==> src/rtl/mbx_pkg.sv <==
package mbx_pkg;

  typedef enum logic [1:0] {
    ACC_IDLE  = 2'd0,
    ACC_READ  = 2'd1,
    ACC_WRITE = 2'd2
  } acc_kind_e;

  // Classify one port's controls into the access in progress this cycle.
  function automatic acc_kind_e classify(input logic cs_n, input logic rw_n,
                                         input logic oe_n);
    acc_kind_e k;
    if (cs_n)       k = ACC_IDLE;
    else if (!rw_n) k = ACC_WRITE;
    else if (!oe_n) k = ACC_READ;
    else            k = ACC_IDLE;
    return k;
  endfunction

endpackage

==> src/rtl/mbx_rst_sync.sv <==
module mbx_rst_sync #(
  parameter int STAGES = 2
) (
  input  logic clk,
  input  logic rst_n,
  output logic srst_n
);

  logic [STAGES-1:0] chain_q;
  logic [STAGES-1:0] chain_d;

  always_comb begin
    chain_d = {chain_q[STAGES-2:0], 1'b1};
  end

  always_ff @(posedge clk or negedge rst_n) begin
    if (!rst_n) chain_q <= '0;
    else        chain_q <= chain_d;
  end

  assign srst_n = chain_q[STAGES-1];

endmodule

==> src/rtl/mbx_port_decode.sv <==
module mbx_port_decode
  import mbx_pkg::*;
#(
  parameter int               ADDR_W    = 12,
  parameter logic [ADDR_W-1:0] OWN_SLOT  = '1,
  parameter logic [ADDR_W-1:0] PEER_SLOT = '1
) (
  input  logic              clk,
  input  logic              rst_n,
  input  logic              cs_n,
  input  logic              rw_n,
  input  logic              oe_n,
  input  logic [ADDR_W-1:0] addr,
  output logic              set_peer,
  output logic              clr_own
);

  acc_kind_e kind_d;
  acc_kind_e kind_q;
  logic      start;
  logic      hit_own;
  logic      hit_peer;

  // An access begins when the classified kind changes to a non-idle value.
  always_comb begin
    kind_d   = classify(cs_n, rw_n, oe_n);
    start    = (kind_d != ACC_IDLE) && (kind_d != kind_q);
    hit_own  = (addr == OWN_SLOT);
    hit_peer = (addr == PEER_SLOT);
    set_peer = start && (kind_d == ACC_WRITE) && hit_peer;
    clr_own  = start && (kind_d == ACC_READ) && hit_own;
  end

  always_ff @(posedge clk or negedge rst_n) begin
    if (!rst_n) kind_q <= ACC_IDLE;
    else        kind_q <= kind_d;
  end

  AST_SET_ONE_SHOT: assert property (@(posedge clk) disable iff (!rst_n)
    set_peer |=> !set_peer);
  AST_CLR_ONE_SHOT: assert property (@(posedge clk) disable iff (!rst_n)
    clr_own |=> !clr_own);
  AST_NOT_BOTH_EVENTS: assert property (@(posedge clk) disable iff (!rst_n)
    !(set_peer && clr_own));

endmodule

==> src/rtl/mbx_irq_flag.sv <==
module mbx_irq_flag (
  input  logic clk,
  input  logic rst_n,
  input  logic set,
  input  logic clr,
  output logic irq_n
);

  logic flag_d;
  logic flag_q;
  logic flag_en;

  always_comb begin
    flag_en = set || clr;
    flag_d  = set;
  end

  always_ff @(posedge clk or negedge rst_n) begin
    if (!rst_n)       flag_q <= 1'b0;
    else if (flag_en) flag_q <= flag_d;
  end

  assign irq_n = ~flag_q;

  AST_SET_WINS: assert property (@(posedge clk) disable iff (!rst_n)
    set |=> !irq_n);
  AST_CLEAR_TAKES: assert property (@(posedge clk) disable iff (!rst_n)
    (clr && !set) |=> irq_n);
  AST_FLAG_HOLDS: assert property (@(posedge clk) disable iff (!rst_n)
    (!set && !clr) |=> $stable(irq_n));

endmodule

==> src/rtl/mbx_irq_top.sv <==
module mbx_irq_top #(
  parameter int ADDR_W = 12
) (
  input  logic              clk,
  input  logic              rst_n,
  input  logic              l_cs_n,
  input  logic              l_rw_n,
  input  logic              l_oe_n,
  input  logic [ADDR_W-1:0] l_addr,
  input  logic              r_cs_n,
  input  logic              r_rw_n,
  input  logic              r_oe_n,
  input  logic [ADDR_W-1:0] r_addr,
  output logic              l_irq_n,
  output logic              r_irq_n
);

  localparam int               NPORT    = 2;
  localparam logic [ADDR_W-1:0] TOP_SLOT = '1;

  logic                    srst_n;
  logic [NPORT-1:0]        cs_n_v;
  logic [NPORT-1:0]        rw_n_v;
  logic [NPORT-1:0]        oe_n_v;
  logic [ADDR_W-1:0]       addr_v [NPORT];
  logic [NPORT-1:0]        set_peer;
  logic [NPORT-1:0]        clr_own;
  logic [NPORT-1:0]        irq_n_v;

  // Index 0 is the left port, index 1 the right port.
  always_comb begin
    cs_n_v    = {r_cs_n, l_cs_n};
    rw_n_v    = {r_rw_n, l_rw_n};
    oe_n_v    = {r_oe_n, l_oe_n};
    addr_v[0] = l_addr;
    addr_v[1] = r_addr;
  end

  mbx_rst_sync #(.STAGES(2)) u_rst_sync (
    .clk   (clk),
    .rst_n (rst_n),
    .srst_n(srst_n)
  );

  // Left owns TOP_SLOT-1, right owns TOP_SLOT.
  for (genvar p = 0; p < NPORT; p++) begin : g_port
    mbx_port_decode #(
      .ADDR_W   (ADDR_W),
      .OWN_SLOT (ADDR_W'(TOP_SLOT - 1 + p)),
      .PEER_SLOT(ADDR_W'(TOP_SLOT - p))
    ) u_dec (
      .clk     (clk),
      .rst_n   (srst_n),
      .cs_n    (cs_n_v[p]),
      .rw_n    (rw_n_v[p]),
      .oe_n    (oe_n_v[p]),
      .addr    (addr_v[p]),
      .set_peer(set_peer[p]),
      .clr_own (clr_own[p])
    );

    mbx_irq_flag u_flag (
      .clk  (clk),
      .rst_n(srst_n),
      .set  (set_peer[NPORT-1-p]),
      .clr  (clr_own[p]),
      .irq_n(irq_n_v[p])
    );
  end

  assign l_irq_n = irq_n_v[0];
  assign r_irq_n = irq_n_v[1];

  AST_IDLE_AFTER_RESET: assert property (@(posedge clk) disable iff (!rst_n)
    $rose(srst_n) |-> (l_irq_n && r_irq_n));
  AST_LEFT_WRITE_SETS_RIGHT: assert property (@(posedge clk) disable iff (!srst_n)
    set_peer[0] |=> !r_irq_n);
  AST_RIGHT_WRITE_SETS_LEFT: assert property (@(posedge clk) disable iff (!srst_n)
    set_peer[1] |=> !l_irq_n);
  AST_LEFT_READ_CLEARS: assert property (@(posedge clk) disable iff (!srst_n)
    (clr_own[0] && !set_peer[1]) |=> l_irq_n);

endmodule

==> config.mk <==
export PLATFORM = sky130hd
export DESIGN_NAME = mbx_irq_top
export DESIGN_NICKNAME = d
export VERILOG_FILES = /design/src/rtl/mbx_pkg.sv /design/src/rtl/mbx_rst_sync.sv /design/src/rtl/mbx_port_decode.sv /design/src/rtl/mbx_irq_flag.sv /design/src/rtl/mbx_irq_top.sv
export SDC_FILE = /design/constraint.sdc
export NUM_CORES = 1
export LEC_CHECK = 0
export BUFFER_PORTS_ARGS = -buffer_cell sky130_fd_sc_hd__buf_2
export CORE_AREA = 2 2 39 41
export DETAILED_ROUTE_END_ITERATION = 6
export DIE_AREA = 0 0 41 43
export PLACE_DENSITY = 0.64
export RECOVER_POWER = 25
export SETUP_SLACK_MARGIN = 0.02
export SLEW_MARGIN = 10
export SYNTH_ARGS = -nofsm -noshare
export SYNTH_HDL_FRONTEND = slang
export SYNTH_SLANG_ARGS = --single-unit
==> constraint.sdc <==
create_clock -name clk -period 0.8 [get_ports clk]
set_input_delay 0.08 -clock clk [delete_from_list [all_inputs] [get_ports clk]]
set_output_delay 0.08 -clock clk [all_outputs]
set_load 0.05 [all_outputs]
==> run metrics, run 1 <==
PwrDens=1310 mW/mm^2; fin crit share=1.48; Core Box Area=0.00138 sq mm; Hold Crit Class=in2reg; post-route clock skew=0.0145 ns; top cells by area, synth=dfrtp_1 49%, nand4b_4 12%, nor3b_1 7.4%, nand4_1 6.2%, nor4_4 5.2%; Final Total Pwr=0.000886 W; Worst Hold Path Cells=2; #FFs+latches synth=8; final hold vios=0; final hold slack=0.00349 ns; vias in the first global route=441; Reg clk slew, reported paths=0.06 ns; DIE AREA=0.00176 sq mm; Ys Warns=0; Final setup viols=4; routed len/inst=12.7 microns; Layout Area Growth over Synthesis=66.7%; Initial DRT Pass Iterations=4; global-route wire length before repair=1680 microns; Critical R2R Launch=g_port[1].u_dec.kind_q[1]; Buf/Inv on CP=0; sequential area share after synthesis=0.494; Worst Setup End Kind=register; post-synthesis cell area=405 sq um; Via Count=436; Post-Route WL=1150 microns; Congestion Overflow GR=0; DRT iter0 DRCs=10; CP Data Arrival Time=1.31 ns; Clock Path Buffers=2; Slew Limit Fails=0; Total GRT Usage=0.150; routed vias/inst=4.84; port bufs=33; Period minus WS final=1.18 ns; status=finished, violations left; Crit Path Max Fanout=2; hpwl dp=872 microns; CTS tree=built; CTS Buf Count=3; Setup TNS Final=-0.969 ns; initial core utilization=0.293; worst r2r path cells=4; RSZ-0062 raised after global routing=yes; Routed Antenna Nets=0; H-Tree Depth=1; Setup Crit Path Kind=reg2reg; Worst R2R End=g_port[1].u_flag.flag_q; Synth Instances=33; HP Start=r_oe_n; Nets=108; Pleak=0.336 nW; achievable frequency=847 MHz; Die X=41 microns; worst-path cell chain=nor3b_1 -> nor4_4 -> o2111ai_1 -> a32o_1; Antenna diodes=0; delay-heaviest family, CP=flip-flops; pin count of the biggest net entering global routing=7; antenna violations before repair=0; CP max stage delay=0.37 ns; layout cells sized above 1=0.595; syn_area_per_cell=12.3 sq um; maxcap violations=0; Worst Setup Start Kind=register; CP required=0.93 ns; Core Rows=14; worst vdd ir=0.773 mV; Min-Delay Endpoint=g_port[1].u_dec.kind_q[0]; fillers=134; Worst path slowest cell=dfrtp_1; CTS Sinks=8; drt drc=0; Clk Tree Root Cell=clkbuf_4; fin worst setup slack=-0.381 ns; Synth area leader=dfrtp_1; Final Wtd Congestion=0.645; reg-to-reg slack, setup=-0.38 ns; Die Ht=43 microns; syn nets=65; clk_lat worst skew=0.26 ns; Yosys cell types=15; Yosys top cell area share=0.494; Top Ports=34; failing checks=negative setup slack
==> final cells by class <==
| cell class | instances | area [sq um] | area share |
|---|---|---|---|
| clock buffers | 3 | 22.5 | 0.0333 |
| inverters | 4 | 15.0 | 0.0222 |
| multi-input cells | 21 | 201 | 0.298 |
| flip-flops and latches | 8 | 200 | 0.296 |
| well taps | 16 | 20.0 | 0.0296 |
| repair buffers | 38 | 216 | 0.320 |
==> what timing repair did <==
item	in CTS	in global routing
gates resized for setup	4	2
hold buffers	1	0
buffers inserted	1	0
endpoints found under the hold margin	3	0
cloned	0	0
setup endpoints to repair	4	4
==> layout by cell type, fill, tap and decap left out <==
master	n
buf_2	30
dfrtp_1	8
inv_1	4
nand4_1	4
buf_4	4
nor3b_1	3
clkbuf_4	3
nor2_1	2
nand4b_4	2
buf_6	2
nor3b_4	1
nor4_2	1
a21oi_1	1
nand3_1	1
nor4_4	1
nor3_1	1
a22o_1	1
o2111ai_1	1
a32o_1	1
dlygate4sd3_1	1
clkbuf_1	1
conb_1	1
==> cells by family (layout without fill, tap and decap cells) <==
group / count (synthesis) / after routing / synth area share
simple gates: 16 / 16 / 0.380
buf+inv: 4 / 45 / 0.0370
other cells: 1 / 1 / 0.00925
compound gates: 4 / 4 / 0.0802
flops: 8 / 8 / 0.494
==> cell usage after synthesis <==
master	count
dfrtp_1	8
inv_1	4
nand4_1	4
nor3b_1	4
nand4b_4	2
nor2_1	2
a21oi_1	1
a22o_1	1
a32o_1	1
conb_1	1
nand3_1	1
nor3_1	1
nor4_2	1
nor4_4	1
o2111ai_1	1
==> metal layers <==
metal | vias to the layer above | wire length (microns) | track usage
met5 | - | 0 | 0
met4 | 0 | 8 | 0.100
met3 | 2 | 141 | 0.0576
met2 | 26 | 648 | 0.250
met1 | 200 | 346 | 0.140
li1 | 208 | - | -
==> power by group <==
part           leakage, nW  switching, W  internal (W)  total (W)
Sequential           0.104     0.0000123      0.000419   0.000432
Combinational        0.218     0.0000609     0.0000864   0.000147
Clock               0.0138      0.000136      0.000172   0.000307
==> stage by stage <==
step,instances,area (sq um),setup WS [ns],utilization
finish,90,676,-0.381,0.488
global route,90,676,-0.432,0.488
CTS,90,666,-0.378,0.481
detailed placement,85,613,-0.354,0.443
global placement,85,613,-0.385,0.443
floorplan,33,405,-0.285,-
==> worst max-delay path by stage <==
stage                                          from                       to  slack (ns)  cells after the start
after global placement    g_port[1].u_dec.kind_q[1]  g_port[1].u_flag.flag_q       -0.38                      4
after global routing      g_port[1].u_dec.kind_q[1]  g_port[1].u_flag.flag_q       -0.43                      4
final                     g_port[1].u_dec.kind_q[1]  g_port[1].u_flag.flag_q       -0.38                      4
after floorplan           g_port[1].u_dec.kind_q[1]  g_port[1].u_flag.flag_q       -0.29                      4
after CTS                 g_port[1].u_dec.kind_q[1]  g_port[1].u_flag.flag_q       -0.38                      4
after detailed placement  g_port[1].u_dec.kind_q[1]  g_port[1].u_flag.flag_q       -0.35                      4
==> state kept, by name (all words and copies together) (netlist names) <==
signal / count
g_port.u_flag.flag_q: 2
g_port.u_dec.kind_q: 4
u_rst_sync.chain_q: 2
(Power assumes the default switching activity.)
==> inputs of run 2 (changes only) <==
Settings changed: ABC_AREA set to 1, CTS_CLUSTER_DIAMETER set to 100, PLACE_DENSITY 0.64 to 0.69.
==> run 2 against run 1 <==
The flow still finishes with violations (negative setup slack); synthesized cell count increased by 100%; clock power decreased by 4%; via count rose by 18%; worst setup slack improved by 0.24 ns; total power fell by 1.8%; final cell count rose by 37%; critical path depth down 2; critical endpoint is now r_irq_n; largest cell class is now multi-input combinational cells; largest power group unchanged.
==> run metrics, run 2 <==
Post-Route WL=921 microns; failing checks=negative setup slack; antenna violations before repair=0; worst vdd ir=0.829 mV; DP Cell Count=118; Top Ports=34; largest register by flop count=g_port.u_dec.kind_q; achievable frequency=1070 MHz; syn_area_per_cell=6.91 sq um; Setup Crit Path Kind=reg2out; post-route clock skew=0.00278 ns; DRT iter0 DRCs=4; port bufs=33; max reg flops=4; fin crit share=1.17; global-route met1 utilization=0.128; reg-to-reg slack, setup=-0.06 ns; final hold vios=0; Yosys cell types=14; #FFs+latches synth=8; hpwl dp=830 microns; EDFF count, synth=0; Crit Path Max Fanout=2; fin worst setup slack=-0.137 ns; routed len/inst=7.49 microns; main flop type after synthesis=dfrtp_1; Congestion Overflow GR=0; sequential area share after synthesis=0.432; Power Internal=0.000672 W; Clock Path Buffers=2; Routed Antenna Nets=0; Initial DRT Pass Iterations=2; CP Data Arrival Time=0.86 ns; largest registers=g_port.u_dec.kind_q: 4 flops, g_port.u_flag.flag_q: 2 flops, u_rst_sync.chain_q: 2 flops; Layout Area Growth over Synthesis=55.1%; Die X=41 microns; maxcap violations=0; Slew Limit Fails=0; most common cell in the netlist=nand2_1; NetSw=0.000198 W; most common cell after layout, fill and taps aside=buf_2; RSZ-0062 raised after global routing=yes; fin cells=123; initial core utilization=0.335; Antenna diodes=0; vias in the first global route=477; CTS Sinks=8; top cells by area, synth=dfrtp_1 43%, nand2_1 18%, inv_1 8.1%, nor2_1 7.3%, nor3_2 4.3%; status=finished, violations left; Synth Instances=67; grt met2 use=0.238; Worst R2R End=g_port[1].u_flag.flag_q; global-route wire length before repair=1640 microns; CTS tree=built; Final Wtd Congestion=0.714; dpl ws=-0.0481 ns; H-Tree Depth=1; Pleak=0.379 nW; CP required=0.72 ns; worst r2r path cells=4; pin count of the biggest net entering global routing=7; Comb pwr share=0.167; PwrDens=1210 mW/mm^2; hold buffer count at cts=1; Via Count=513; Seq pwr share=0.495; Worst Setup End Kind=output pin; Clk Tree Root Cell=clkbuf_4; Core Box Area=0.00138 sq mm; gr busiest metal=met2; Total GRT Usage=0.137; Yosys top cell area share=0.432; post-synthesis cell area=463 sq um; Critical R2R Launch=g_port[1].u_flag.flag_q; clk_lat worst skew=0.25 ns; routed vias/inst=4.17; Hold Crit Class=in2reg; Worst Setup Start Kind=register; Period minus WS final=0.937 ns; met3 usage=0.0471; layout cells sized above 1=0.449; CTS Buf Count=3; drt drc=0; clock share of power=0.338; Die Ht=43 microns; commonest non-fill, non-tap cells in the layout=29 x buf_2, 22 x nand2_1, 8 x inv_1, 8 x nor2_1, 8 x dfrtp_1; HP Start=l_oe_n; Final setup viols=4; syn nets=99; Core Rows=14; Synth top cells by count=22 x nand2_1, 10 x inv_1, 9 x nor2_1; Async S/R FF share, synth=1.00; Reg clk slew, reported paths=0.05 ns; DIE AREA=0.00176 sq mm; Setup TNS Final=-0.352 ns; Synth area leader=dfrtp_1; Ys Warns=0; Min-Delay Endpoint=g_port[0].u_dec.kind_q[0]; Switching Share=0.228; Nets=141; Worst Hold Path Cells=2
## run 2: cell types whose count changed in the layout (fill, tap and decap cells not counted), sizes merged, moves of 4 or more
cell / change
nand4: -4
nand2: +22
nor2: +9
inv: +8
nor3b: -4
## run 2: what timing repair did
item,CTS,global route
setup buffers,0,1
setup endpoints to repair,4,4
pin swaps,4,1
resized for setup,4,1
endpoints found under the hold margin,3,1
## run 2: worst max-delay path, stage by stage (launching register included)
cell	delay (ns)
dfrtp_1	0.39
clkinvlp_4	0.08
buf_6	0.15
## run 2: how the worst max path moves through the flow
stage                                    from                      end  slack, ns  depth (start not counted)
CTS                   g_port[0].u_flag.flag_q                  l_irq_n      -0.16                          2
floorplan             g_port[1].u_flag.flag_q  g_port[1].u_flag.flag_q      -0.06                          2
global placement    g_port[0].u_dec.kind_q[0]  g_port[1].u_flag.flag_q      -0.03                          3
finish                g_port[1].u_flag.flag_q                  r_irq_n      -0.14                          2
global route          g_port[1].u_flag.flag_q                  r_irq_n      -0.19                          2
detailed placement  g_port[0].u_dec.kind_q[0]  g_port[1].u_flag.flag_q      -0.05                          3
## run 2: logic make-up after synthesis
group | Yosys count | synth area share
DFF | 8 | 0.432
other | 1 | 0.00810
buffers and inverters | 14 | 0.114
and+or+nand+nor | 40 | 0.384
AOI/OAI and AO/OA | 4 | 0.0621
## run 2: layer usage
| metal | vias to the layer above | share of wire |
|---|---|---|
| met1 | 215 | 0.39 |
| met5 | - | 0 |
| li1 | 282 | - |
| met4 | 0 | 0 |
| met2 | 16 | 0.52 |
| met3 | 0 | 0.085 |
## run 2: cell type report
type	instances	area, sq um
repair buffers	37	208
well taps	16	20.0
flip-flops and latches	8	200
inverters	14	60.1
clock buffers	3	22.5
multi-input cells	45	208
fillers	138	666
## run 2: power by group through the flow
stage	Combinational, W	Clock (W)	Sequential (W)
2_1_floorplan	0.0000559	0	0.000435
3_3_place_gp	0.000141	0	0.000437
3_5_place_dp	0.000145	0	0.000438
4_1_cts	0.000150	0.000315	0.000431
5_1_grt	0.000170	0.000355	0.000433
6_report	0.000145	0.000294	0.000430
## run 2: per-stage QoR
step / util / total power [W] / instance area [sq um] / hold slack [ns]
finish: 0.519 / 0.000870 / 718 / 0.00364
global route: 0.519 / 0.000958 / 718 / -0.00946
CTS: 0.517 / 0.000895 / 716 / -0.00937
detailed placement: 0.485 / 0.000583 / 671 / -0.133
global placement: 0.485 / 0.000578 / 671 / -0.135
floorplan: - / 0.000491 / 470 / -0.216
==> inputs of run 3 (changes only) <==
Settings changed: CORE_AREA 2 2 39 41 to unset, CORE_UTILIZATION set to 34, DIE_AREA 0 0 41 43 to unset, PLACE_DENSITY 0.69 to 0.72.
Clock period 0.8 ns to 0.85 ns, I/O delays scaled along.
==> run 3 against run 2 <==
The run still ends with negative setup slack left; clock power fell by 7.8%; utilization rose by 7.5 points; sequential power down 5.8%; critical path type unchanged; largest cell class unchanged; highest routed layer unchanged.
==> run metrics, run 3 (synthesis results as in run 2) <==
status=finished, violations left; failing checks=negative setup slack; achievable frequency=1050 MHz; clock share of power=0.333; Final Wtd Congestion=0.688; CTS Sinks=8; port bufs=33; final hold slack=0.00806 ns; Worst R2R End=g_port[1].u_flag.flag_q; Total GRT Usage=0.165; Setup crit start=g_port[1].u_flag.flag_q; Power Internal=0.000630 W; most common cell after layout, fill and taps aside=buf_2; initial core utilization=0.390; worst setup path end=r_irq_n; Switching Share=0.226; Nets=139; global-route wire length before repair=1640 microns; Slew Limit Fails=0; Comb pwr share=0.170; Hold Crit Class=in2reg; final hold vios=0; Buf/Inv on CP=2; Initial DRT Pass Iterations=2; Layout Area Growth over Synthesis=52.2%; Crit Path Max Fanout=2; Worst path slowest cell=dfrtp_1; dpl ws=-0.00322 ns; Clock Path Buffers=2; vias in the first global route=473; CTS tree=built; layout cells sized above 1=0.438; NetSw=0.000184 W; Critical R2R Launch=g_port[0].u_dec.kind_q[1]; routed len/inst=8.61 microns; CP max stage delay=0.37 ns; Antenna diodes=0; maxcap violations=0; Final setup viols=2; Seq pwr share=0.498; Core Box Area=0.00119 sq mm; worst r2r path cells=4; H-Tree Depth=1; worst vdd ir=0.728 mV; antenna violations before repair=0; Top Ports=34; Post-Route WL=1030 microns; Congestion Overflow GR=0; Die Ht=38.9 microns; Reg clk slew, reported paths=0.05 ns; fin crit share=1.12; CP required=0.76 ns; CTS Buf Count=3; Period minus WS final=0.948 ns; largest registers=g_port.u_dec.kind_q: 4 flops, g_port.u_flag.flag_q: 2 flops, u_rst_sync.chain_q: 2 flops; commonest non-fill, non-tap cells in the layout=28 x buf_2, 22 x nand2_1, 8 x inv_1, 8 x nor2_1, 8 x dfrtp_1; Setup Crit Path Kind=reg2out; DIE AREA=0.00151 sq mm; max reg flops=4; drt drc=0; Via Count=514; clk_lat worst skew=0.24 ns; reg-to-reg slack, setup=0.01 ns; Worst Setup End Kind=output pin; Worst Setup Start Kind=register; CP Data Arrival Time=0.86 ns; DRT iter0 DRCs=8; hpwl dp=812 microns; post-route clock skew=0.00270 ns; largest register by flop count=g_port.u_dec.kind_q; Routed Antenna Nets=0; hold buffer count at cts=1; delay-heaviest family, CP=flip-flops; Core Rows=12; routed vias/inst=4.32; Clk Tree Root Cell=clkbuf_4; RSZ-0062 raised after global routing=yes; Util after Layout=0.594; Worst Hold Path Cells=2; Die X=38.9 microns; Pleak=0.366 nW; fin worst setup slack=-0.0984 ns; PwrDens=1160 mW/mm^2; worst-path cell chain=clkinvlp_4 -> buf_6; Critical Path Stages=2; pin count of the biggest net entering global routing=7
run 3: cell count changes in the layout (fill, tap and decap cells not counted):
cell and change:
buf_4 -2, buf_2 -1, clkbuf_1 +1, nor3_1 -1, nor3_2 +1, or2_0 -1
or2_1 +1
run 3: final cells by class:
cell class	count	area [sq um]
Sequential cell	8	200
Clock buffer	3	22.5
Inverter	14	60.1
Timing Repair Buffer	35	191
Multi-Input combinational cell	45	213
Tap cell	14	17.5
Fill cell	127	482
run 3: repair_timing:
item | CTS | global route
resized for setup | 5 | 1
setup endpoints to repair | 3 | 4
pin swaps | 1 | 2
hold endpoints to repair | 2 | 1
gates cloned | 0 | 0
setup buffers | 1 | 0
run 3: how the worst min path moves through the flow:
stage | to | slack, ns | from
floorplan | u_rst_sync.chain_q[0] | -0.21 | rst_n
global placement | u_rst_sync.chain_q[0] | -0.13 | rst_n
detailed placement | u_rst_sync.chain_q[0] | -0.13 | rst_n
CTS | g_port[1].u_dec.kind_q[0] | 0.0003 | r_oe_n
global route | g_port[1].u_dec.kind_q[0] | -0.003 | r_oe_n
finish | g_port[0].u_dec.kind_q[0] | 0.008 | l_oe_n
run 3: metrics by stage:
| step | cell area (sq um) | power [W] | setup TNS, ns | std cells |
|---|---|---|---|---|
| 2_1_floorplan | 470 | 0.000462 | -0.0208 | 67 |
| 3_3_place_gp | 653 | 0.000541 | 0 | 114 |
| 3_5_place_dp | 653 | 0.000546 | -0.00322 | 114 |
| 4_1_cts | 706 | 0.000830 | -0.215 | 119 |
| 5_1_grt | 704 | 0.000870 | -0.363 | 119 |
| 6_report | 704 | 0.000814 | -0.190 | 119 |
run 3: layer usage:
layer	routed length, microns	track usage
met3	73	0.0520
met1	394	0.162
met4	0	0.0517
met2	558	0.317
met5	0	0
run 3: power by group through the flow:
stage               sequential, W  clock, W  combinational, W
global route             0.000407  0.000305          0.000158
CTS                      0.000405  0.000285          0.000140
floorplan                0.000409         0         0.0000526
finish                   0.000405  0.000271          0.000138
global placement         0.000411         0          0.000130
detailed placement       0.000411         0          0.000135
